===== src/rtl/fpc_pkg.sv =====
package fpc_pkg;

  localparam int unsigned REG_AW  = 5;
  localparam int unsigned SRC_N   = 3;

  typedef enum logic [1:0] {
    K_INT   = 2'd0,
    K_FPOP  = 2'd1,
    K_FPDIV = 2'd2,
    K_MOVE  = 2'd3
  } kind_t;

  typedef struct packed {
    logic              v;
    logic [REG_AW-1:0] rd;
  } slot_t;

  function automatic logic reg_match(input logic en, input logic pend,
                                     input logic [REG_AW-1:0] a,
                                     input logic [REG_AW-1:0] b);
    return en && pend && (a == b);
  endfunction

  function automatic logic is_fp_kind(input kind_t k);
    return (k == K_FPOP) || (k == K_FPDIV);
  endfunction

endpackage


===== src/rtl/fpc_track.sv =====
module fpc_track
  import fpc_pkg::*;
#(
  parameter int unsigned LAT = 4
) (
  input  logic                         clk,
  input  logic                         rst_n,
  input  logic                         push,
  input  logic [REG_AW-1:0]            push_rd,
  input  logic [SRC_N-1:0][REG_AW-1:0] q_rs,
  input  logic [SRC_N-1:0]             q_use,
  input  logic [REG_AW-1:0]            q_rd,
  output logic [SRC_N-1:0]             src_hit,
  output logic                         rd_hit,
  output logic                         any_v,
  output logic                         wb_v,
  output logic [REG_AW-1:0]            wb_rd
);

  slot_t pipe [LAT];

  logic [LAT-1:0][SRC_N-1:0] slot_src_hit;
  logic [LAT-1:0]            slot_rd_hit;
  logic [LAT-1:0]            slot_v;

  always_ff @(posedge clk) begin
    if (!rst_n) begin
      for (int k = 0; k < LAT; k++) pipe[k] <= '0;
    end else begin
      pipe[0] <= '{v: push, rd: push_rd};
      for (int k = 1; k < LAT; k++) pipe[k] <= pipe[k-1];
    end
  end

  for (genvar k = 0; k < LAT; k++) begin : g_slot
    assign slot_v[k]      = pipe[k].v;
    assign slot_rd_hit[k] = reg_match(1'b1, pipe[k].v, pipe[k].rd, q_rd);
    for (genvar i = 0; i < SRC_N; i++) begin : g_src
      assign slot_src_hit[k][i] = reg_match(q_use[i], pipe[k].v, pipe[k].rd, q_rs[i]);
    end
  end

  always_comb begin
    src_hit = '0;
    for (int k = 0; k < LAT; k++) src_hit = src_hit | slot_src_hit[k];
  end

  assign rd_hit = |slot_rd_hit;
  assign any_v  = |slot_v;
  assign wb_v   = pipe[LAT-1].v;
  assign wb_rd  = pipe[LAT-1].rd;

  // a write from the fixed pipe always comes from an entry that was in flight the cycle before
  assert_wb_had_inflight_R3: assert property (@(posedge clk) disable iff (!rst_n)
    wb_v |-> $past(any_v));

endmodule


===== src/rtl/fpc_wbarb.sv =====
module fpc_wbarb
  import fpc_pkg::*;
(
  input  logic                         clk,
  input  logic                         rst_n,
  input  logic                         start,
  input  logic [REG_AW-1:0]            start_rd,
  input  logic                         done,
  input  logic                         fix_v,
  input  logic [REG_AW-1:0]            fix_rd,
  input  logic [SRC_N-1:0][REG_AW-1:0] q_rs,
  input  logic [SRC_N-1:0]             q_use,
  input  logic [REG_AW-1:0]            q_rd,
  output logic                         busy,
  output logic [SRC_N-1:0]             src_hit,
  output logic                         rd_hit,
  output logic                         hold_v,
  output logic                         collide,
  output logic                         wb_en,
  output logic [REG_AW-1:0]            wb_rd,
  output logic                         wb_from_div
);

  logic [REG_AW-1:0] div_rd_q;
  logic              div_write;

  assign collide   = done && fix_v;
  assign div_write = (done || hold_v) && !fix_v;

  always_ff @(posedge clk) begin
    if (!rst_n) begin
      busy     <= 1'b0;
      hold_v   <= 1'b0;
      div_rd_q <= '0;
    end else begin
      if (div_write) busy <= 1'b0;
      if (start) begin
        busy     <= 1'b1;
        div_rd_q <= start_rd;
      end
      if (collide)        hold_v <= 1'b1;
      else if (div_write) hold_v <= 1'b0;
    end
  end

  for (genvar i = 0; i < SRC_N; i++) begin : g_src
    assign src_hit[i] = reg_match(q_use[i], busy, div_rd_q, q_rs[i]);
  end
  assign rd_hit = reg_match(1'b1, busy, div_rd_q, q_rd);

  assign wb_en       = fix_v || div_write;
  assign wb_rd       = fix_v ? fix_rd : div_rd_q;
  assign wb_from_div = div_write;

  // the losing divider result is parked with its destination intact
  assert_loser_held_R7: assert property (@(posedge clk) disable iff (!rst_n)
    collide |=> (hold_v && busy && $stable(div_rd_q)));

  // the port never carries the divider while the fixed pipe writes
  assert_fixed_priority_R7: assert property (@(posedge clk) disable iff (!rst_n)
    fix_v |-> !wb_from_div);

  // the divider is launched only when it is free
  assert_start_idle_R9: assert property (@(posedge clk) disable iff (!rst_n)
    start |-> !busy);

endmodule


===== src/rtl/fpc_hazard.sv =====
module fpc_hazard
  import fpc_pkg::*;
#(
  parameter int unsigned NSRC = 3
) (
  input  logic            issue_valid,
  input  kind_t           kind,
  input  logic [NSRC-1:0] trk_src_hit,
  input  logic            trk_rd_hit,
  input  logic            trk_any,
  input  logic [NSRC-1:0] div_src_hit,
  input  logic            div_rd_hit,
  input  logic            div_busy,
  input  logic            hold_v,
  input  logic            collide,
  output logic            stall_raw,
  output logic            stall_waw,
  output logic            stall_move,
  output logic            stall_div,
  output logic            stall_wb,
  output logic            stall,
  output logic            accept_fix,
  output logic            accept_div
);

  logic fp_k;
  assign fp_k = is_fp_kind(kind);

  always_comb begin
    stall_raw  = issue_valid && fp_k && (|(trk_src_hit | div_src_hit));
    stall_waw  = issue_valid && fp_k && (trk_rd_hit || div_rd_hit);
    stall_move = issue_valid && (kind == K_MOVE) && (trk_any || div_busy);
    stall_div  = issue_valid && (kind == K_FPDIV) && div_busy;
    stall_wb   = issue_valid && (hold_v || collide);
    stall      = stall_raw || stall_waw || stall_move || stall_div || stall_wb;
    accept_fix = issue_valid && !stall && (kind == K_FPOP);
    accept_div = issue_valid && !stall && (kind == K_FPDIV);
  end

endmodule


===== src/rtl/fp_issue_ctrl.sv =====
module fp_issue_ctrl
  import fpc_pkg::*;
#(
  parameter int unsigned FIX_LAT = 4
) (
  input  logic              clk,
  input  logic              rst_n,
  input  logic              issue_valid,
  input  logic [1:0]        issue_kind,
  input  logic [REG_AW-1:0] issue_rs1,
  input  logic [REG_AW-1:0] issue_rs2,
  input  logic [REG_AW-1:0] issue_rs3,
  input  logic [SRC_N-1:0]  issue_src_use,
  input  logic [REG_AW-1:0] issue_rd,
  input  logic              div_done,
  output logic              stall,
  output logic              stall_raw,
  output logic              stall_waw,
  output logic              stall_move,
  output logic              stall_div,
  output logic              stall_wb,
  output logic              div_start,
  output logic              wb_en,
  output logic [REG_AW-1:0] wb_rd,
  output logic              wb_from_div
);

  kind_t                        kind;
  logic [SRC_N-1:0][REG_AW-1:0] q_rs;
  logic [SRC_N-1:0]             trk_src_hit, div_src_hit;
  logic                         trk_rd_hit, div_rd_hit, trk_any;
  logic                         fix_v;
  logic [REG_AW-1:0]            fix_rd;
  logic                         div_busy, hold_v, collide;
  logic                         accept_fix, accept_div;

  assign kind = kind_t'(issue_kind);
  assign q_rs = {issue_rs3, issue_rs2, issue_rs1};

  fpc_track #(.LAT(FIX_LAT)) u_track (
    .clk(clk), .rst_n(rst_n),
    .push(accept_fix), .push_rd(issue_rd),
    .q_rs(q_rs), .q_use(issue_src_use), .q_rd(issue_rd),
    .src_hit(trk_src_hit), .rd_hit(trk_rd_hit), .any_v(trk_any),
    .wb_v(fix_v), .wb_rd(fix_rd)
  );

  fpc_wbarb u_wbarb (
    .clk(clk), .rst_n(rst_n),
    .start(accept_div), .start_rd(issue_rd), .done(div_done),
    .fix_v(fix_v), .fix_rd(fix_rd),
    .q_rs(q_rs), .q_use(issue_src_use), .q_rd(issue_rd),
    .busy(div_busy), .src_hit(div_src_hit), .rd_hit(div_rd_hit),
    .hold_v(hold_v), .collide(collide),
    .wb_en(wb_en), .wb_rd(wb_rd), .wb_from_div(wb_from_div)
  );

  fpc_hazard #(.NSRC(SRC_N)) u_hazard (
    .issue_valid(issue_valid), .kind(kind),
    .trk_src_hit(trk_src_hit), .trk_rd_hit(trk_rd_hit), .trk_any(trk_any),
    .div_src_hit(div_src_hit), .div_rd_hit(div_rd_hit), .div_busy(div_busy),
    .hold_v(hold_v), .collide(collide),
    .stall_raw(stall_raw), .stall_waw(stall_waw), .stall_move(stall_move),
    .stall_div(stall_div), .stall_wb(stall_wb), .stall(stall),
    .accept_fix(accept_fix), .accept_div(accept_div)
  );

  assign div_start = accept_div;

  // a move goes only after the fixed pipe and the divider are empty
  assert_move_drained_R6: assert property (@(posedge clk) disable iff (!rst_n)
    (issue_valid && kind == K_MOVE && !stall) |-> (!trk_any && !div_busy));

  // no accepted FP instruction reads a pending destination
  assert_no_raw_accept_R4: assert property (@(posedge clk) disable iff (!rst_n)
    (accept_fix || accept_div) |-> !(|(trk_src_hit | div_src_hit)));

  // a stalled cycle leaves a bubble at the head of the fixed pipe
  assert_bubble_on_stall_R8: assert property (@(posedge clk) disable iff (!rst_n)
    (issue_valid && stall) |=> !u_track.pipe[0].v);

endmodule


===== config.mk =====
export PLATFORM = sky130hd
export DESIGN_NAME = fp_issue_ctrl
export DESIGN_NICKNAME = d
export VERILOG_FILES = /design/src/rtl/fpc_pkg.sv /design/src/rtl/fpc_track.sv /design/src/rtl/fpc_wbarb.sv /design/src/rtl/fpc_hazard.sv /design/src/rtl/fp_issue_ctrl.sv
export SDC_FILE = /design/constraint.sdc
export NUM_CORES = 1
export LEC_CHECK = 0
export BUFFER_PORTS_ARGS = -buffer_cell sky130_fd_sc_hd__buf_4
export CAP_MARGIN = 20
export CORE_ASPECT_RATIO = 1.5
export CORE_UTILIZATION = 61
export CTS_BUF_LIST = sky130_fd_sc_hd__clkbuf_16
export CTS_CLUSTER_SIZE = 10
export DETAILED_ROUTE_END_ITERATION = 8
export PLACE_DENSITY = 0.85
export SETUP_SLACK_MARGIN = 0.1
export SYNTH_ARGS = -nofsm -noshare
export SYNTH_HDL_FRONTEND = slang
export SYNTH_SLANG_ARGS = --single-unit

===== constraint.sdc =====
create_clock -name clk -period 6.81 [get_ports clk]
set_input_delay 1.362 -clock clk [delete_from_list [all_inputs] [get_ports clk]]
set_output_delay 1.362 -clock clk [all_outputs]
set_load 0.05 [all_outputs]

* Yosys cells after proc, flatten, opt, wreduce, memory -nomap -nowiden *
Memories as Yosys holds them, arrays and structs flattened.
Index checks and enable logic that the tools add are counted.

word-level totals
  RAM bits = 24
  output and inout bits = 14
  logic and storage cells = 110
  bits of input ports = 29
  memories kept = 1
  register bits = 7

memories
  memory        words  bits a word  rd ports  clocked after Yosys merged registers in  wr ports  RTL line         text
  u_track.pipe  4      6            4         0                                        4         fpc_track.sv:20  slot_t pipe [LAT];

operators by class
  equality and inequality tests = 23
  multiplexer cells = 10
  bitwise gates (word level) = 8
  reduce and logical (&&, ||, !) cells = 65

operator list
  operator                                        number
  == test 5 bit                                   20
  logical AND 1 bit                               48
  two-way mux 6 bit                               4
  bitwise OR 3 bit                                4
  logical OR 1 bit                                10
  OR reduction 4 bit                              2
  two-way mux 1 bit                               5
  two-way mux 5 bit                               1
  == test 2 bit (second input constant)           2
  bitwise OR 1 bit                                4
  nonzero test 2 bit                              2
  OR reduction 3 bit                              1
  == test 2 x 1 -> 1 bit (second input constant)  1
  zero test 1 bit                                 2

* Depth between registers and ports, before layout *
  depth in word-level cells = 16
  mapped depth = 9
  depth with buffers taken out = 8

* Hierarchy *
A second synthesis with hierarchy kept.

second synthesis, totals
  cell total of the unflattened synthesis = 278
  area, all modules = 2462.4 sq um

by module, submodules not included
  module      area an instance (sq um)  times used  cells each
  fpc_track   1660.3                    1           183
  fpc_wbarb   608.1                     1           68
  fpc_hazard  193.9                     1           27

* Worst setup path after synthesis *
OpenSTA, ideal clock, no wires.

  path kind = input to output
  from = input port issue_rd[3]
  to = output port stall
  stages = 8
  arrival time = 3.641 ns
  setup slack = 1.807 ns
  data required time = 5.448 ns
  cells stage by stage = buf_2 > xor2_1 > nor4_1 > nand3_1 > nand2_1 > a31oi_1 > a31oi_1 > or4_1

on the way
  longest elaborated chain between the ends = 9
  elaborated cells on any way between the ends = 17
  those cells by class = eq/ne (5); reduce/logical (12)

ends and longest elaborated chain
  element                             RTL line             text
  start: declaration                  fp_issue_ctrl.sv:14  input logic [REG_AW-1:0] issue_rd,
  == test 5 bit                       fpc_pkg.sv:21        return en && pend && (a == b);
  logical AND 1 bit                   fpc_pkg.sv:21
  OR reduction 4 bit                  fpc_track.sv:48      assign rd_hit = |slot_rd_hit;
  logical OR 1 bit (*)                fpc_hazard.sv:31     stall_waw = issue_valid && fp_k && (trk_rd_hit || div_rd_hit);
  logical AND 1 bit (*)               fpc_hazard.sv:31
  net stall_waw                       fp_issue_ctrl.sv:18  output logic stall_waw,
  logical OR 1 bit (*) (4 in series)  fpc_hazard.sv:35     stall = stall_raw || stall_waw || stall_move || stall_div || stall_wb;
  end: declaration                    fp_issue_ctrl.sv:16  output logic stall,

Mark *: on every way through the listed nets, which the timed path passes. The rest lies on a longest branch.

* Final worst setup path *
  from = input port issue_rs1[3]
  to = output port div_start

on the way
  longest elaborated chain between the ends = 15
  elaborated cells on any way between the ends = 23
  those cells by class = eq/ne (5); bitwise (4); reduce/logical (14)

ends and longest elaborated chain
  element                              RTL line             text
  start: declaration                   fp_issue_ctrl.sv:10  input logic [REG_AW-1:0] issue_rs1,
  == test 5 bit                        fpc_pkg.sv:21
  logical AND 1 bit                    fpc_pkg.sv:21
  bitwise OR 3 bit (3 in series)       fpc_track.sv:45      for (int k = 0; k < LAT; k++) src_hit = src_hit | slot_src_hit[k];
  bitwise OR 3 bit (*)                 fpc_hazard.sv:30     stall_raw = issue_valid && fp_k && (|(trk_src_hit | div_src_hit));
  OR reduction 3 bit (*)               fpc_hazard.sv:30
  logical AND 1 bit (*)                fpc_hazard.sv:30
  logical OR 1 bit (*) (4 in series)   fpc_hazard.sv:35
  zero test 1 bit (*)                  fpc_hazard.sv:37     accept_div = issue_valid && !stall && (kind == K_FPDIV);
  logical AND 1 bit (*) (2 in series)  fpc_hazard.sv:37
  end: declaration                     fp_issue_ctrl.sv:22  output logic div_start,

Every way passes the cells marked *; elsewhere a longest branch is shown, timed or not.

==> reports/results.txt <==
The final global-route overflow total is 0. The kind of cell with the highest combined delay along the critical path is simple AND/OR/NAND/NOR gates. The min-delay analysis places its worst path in the category flop to flop.

The transition time of the tightest slew-check pin was 0.6042 ns. The number of detailed-routing iterations run before antenna repair was 4. The portion of the post-synthesis area used by sequential elements is 24.11%, and the post-detailed-placement half-perimeter wirelength is 4651 um. After floorplanning, the core was divided into 28 placement rows. The congestion estimate from routability-driven global placement came to 1.033. Number of synthesized flops with an enable pin: 0. Post-cts hold buffer count: 0. The most used flip-flop cell after synthesis is sky130_fd_sc_hd__dfxtp_1.

For the final database, setup skew stands at 0.005946 ns. TritonCTS built the clock tree. Counting the buffers created by CTS gives 5. The horizontal die dimension came out at 55.04 um. The cell count after synthesis was 295. The count of antenna diodes in the layout is 0, and the synthesis-to-finish area growth is 6.369%. The number of top-level design ports came out at 43. The number of antenna violations at the first check in global routing is 0. For the number of synthesis warnings, the log shows 0. The net count of the finished layout is 327. The nature of the critical path endpoint was an output port.

After synthesis, the mean cell area works out to 8.724 um2. In this run the clock root is driven by a sky130_fd_sc_hd__clkbuf_16. The register bit total from synthesis was 31. Setup repair after global routing left no endpoint under its margin.

Leaving out fill and tap cells, the most frequent cells in the layout are 80 x sky130_fd_sc_hd__xor2_1, 42 x sky130_fd_sc_hd__buf_4, 31 x sky130_fd_sc_hd__dfxtp_1. In the final timing run, aggregate negative setup slack is 0 ns. The power density of the placed cells came out at 182.0 mW/mm2. VDD sags by at most 0.2021 mV. The type of the worst setup path is primary input to output port. Timing would allow up to 210.9 MHz.

The final hold violation count was 0. The via density per instance was 5.950. The maximum root-to-sink buffer count was 2. Counting I/O delays and the setup requirement, the final critical path takes 4.742 ns.

First-pass GRT wire length: 9832 um. For this run, design rule violations remaining after detail routing come to 0. After synthesis, the netlist uses 30 different library cells.

The number of violations reported at the end of detailed-routing iteration 0 came out at 69. The count of buffers added by post-CTS timing repair for setup was 0; the data arrival at the endpoint of the critical path was 3.38 ns. The cell with the largest stage delay on the worst path is sky130_fd_sc_hd__nor4_4. The flow ran to the end, and the final reports show no timing, DRC or antenna violations. The peak per-stage delay on the critical path is 0.57 ns, and the starting utilization of the core area is 64.44%. The run gives 327 as the net count after synthesis. The number of antenna-violating nets in the routed design was 0. The routed wire length was 6303 um; the number of input and output port buffers inserted was 42. The routed layout has 2023 vias.

The run gives 0.5152 ns as the worst hold slack across all endpoints. The post-synthesis async set-or-reset flop share is 0%, and the worst slew margin relative to its limit is 59.67%. The logs give 0.27 ns for the insertion delay to the later sink of the worst-skew pair and 32.12% for the combined global-route utilization of all metal layers. In this run the worst path has a maximum fanout of 7. Of the available clock period, the critical path in the final layout requires 69.63%. Walking the worst path, the cells encountered are buf_4 -> xor2_1 -> nor4_1 -> nand4_1 -> nand4_1 -> nor4_1 -> nor2_1 -> nor4_4 -> buf_4. Leaving out fill and tap cells, the most frequent cell in the layout is sky130_fd_sc_hd__xor2_1. Data on the critical path is required at its endpoint by 5.45 ns. The tree built by TritonCTS fans out to 31 sinks. Floorplan die height: 81.56 um.

The routed wirelength normalized by instance count was 18.54 um; the final setup violation count was 0. In this run the static leakage power is 0.001316 uW. The post-synthesis instance area was 0.002574 mm2; the number of slew-limit violations in the final report was 0. The number of gates resized after CTS was 0. After clock tree synthesis, the clock-pin slew on the worst setup and hold paths is 0.05 ns. The number of max-cap violations was 0. The total area inside the core boundary comes to 0.003994 mm2. For the via count of the first global-routing pass, the log shows 1924. The critical path launch point type is a primary input. For the number of levels in the clock H-tree, the log shows 2. The area of the die was 0.004488 mm2; the largest net degree at the start of global routing was 32.

The share of post-route cells with drive strength above 1 was 18.31%. Together, buffers and inverters on the worst path number 2.
-- flip-flops by register name (all words and copies together) (netlist names) --
register          cells
u_track.pipe         24
u_wbarb.busy          1
u_wbarb.div_rd_q      5
u_wbarb.hold_v        1
-- path summary, 6_finish.rpt --
check,cells past startpoint,to,from,slack (ns)
setup / recovery,9,div_start,issue_rs1[3],2.07
hold / removal,2,u_wbarb.hold_v$_SDFFE_PN0P_,u_wbarb.hold_v$_SDFFE_PN0P_,0.52
setup reg to reg,8,u_wbarb.div_rd_q[2]$_SDFFE_PN0P_,u_wbarb.div_rd_q[4]$_SDFFE_PN0P_,4.36
hold reg to reg,2,u_wbarb.hold_v$_SDFFE_PN0P_,u_wbarb.hold_v$_SDFFE_PN0P_,0.52
-- worst min-delay path, delay by kind of cell, from the launching register on --
family	cells	cell delay, ns
simple gates	2	0.14
flops	1	0.33
-- per-stage QoR --
step | power (uW) | setup WS, ns | utilization, % | instance area, um2 | std cells
finish | 498.3 | 2.068 | 68.55 | 2738 | 340
global route | 520.8 | 1.946 | 68.55 | 2738 | 340
CTS | 501.8 | 2.094 | 68.55 | 2738 | 340
detailed placement | 297.1 | 2.081 | 65.19 | 2604 | 333
global placement | 294.6 | 2.092 | 65.19 | 2604 | 333
floorplan | 278.9 | 1.807 | - | 2574 | 295
-- cell families (layout without fill, tap and decap cells) --
group                    Yosys count  in the layout  synth area share (%)
AO/OA/AOI/OAI                      5              5                 1.361
XOR/XNOR                         100            100                 34.03
adder cells (fa/ha/maj)            3              3                 1.459
buffers and inverters             56             56                 14.29
flip-flops                        31             31                 24.11
multiplexers                      10             10                 4.132
AND/OR/NAND/NOR                   90             90                 20.61
-- final cells by class --
class	instances	area [um2]
Clock buffer	5	125.1
Fill cell	337	1256
Inverter	7	26.28
Tap cell	45	56.30
Sequential cell	31	620.6
Clock inverter	2	8.758
Timing Repair Buffer	42	315.3
Multi-Input combinational cell	208	1585
-- Yosys cell counts, types with 2 or more instances --
library cell               number  area, um2
sky130_fd_sc_hd__clkbuf_2       2      10.01
sky130_fd_sc_hd__buf_2          7      35.03
sky130_fd_sc_hd__nand3_1        6      30.03
sky130_fd_sc_hd__a31oi_1        2      12.51
sky130_fd_sc_hd__mux2_2         5      56.30
sky130_fd_sc_hd__and2_1        18      112.6
sky130_fd_sc_hd__mux2i_1        5      50.05
sky130_fd_sc_hd__xnor2_1       20      175.2
sky130_fd_sc_hd__clkbuf_1       4      15.01
sky130_fd_sc_hd__or3_1          2      12.51
sky130_fd_sc_hd__nor4_1        21      131.4
sky130_fd_sc_hd__nand4_1       18      112.6
sky130_fd_sc_hd__buf_4         33      247.7
sky130_fd_sc_hd__nand2_1       12      45.04
sky130_fd_sc_hd__nor2_1         5      18.77
sky130_fd_sc_hd__dfxtp_1       31      620.6
sky130_fd_sc_hd__xor2_1        80      700.7
sky130_fd_sc_hd__buf_6          3      33.78
sky130_fd_sc_hd__nor2b_1        2      12.51
sky130_fd_sc_hd__ha_1           3      37.54
sky130_fd_sc_hd__inv_1          7      26.28
-- metal layers --
metal | global-route usage (%) | routed length, um | vias up
met2 | 48.67 | 2990 | 106
met4 | 19.50 | 298 | 0
met5 | 0 | 0 | -
li1 | - | - | 948
met3 | 10.00 | 545 | 25
met1 | 38.47 | 2469 | 944
-- power breakdown --
group | total [uW] | internal [uW] | switching, uW
Clock | 204 | 131 | 73.2
Combinational | 91.2 | 42.9 | 48.3
Sequential | 203 | 188 | 15.5
Total | 498 | 361 | 137
Power figures use the tool's default switching activity.
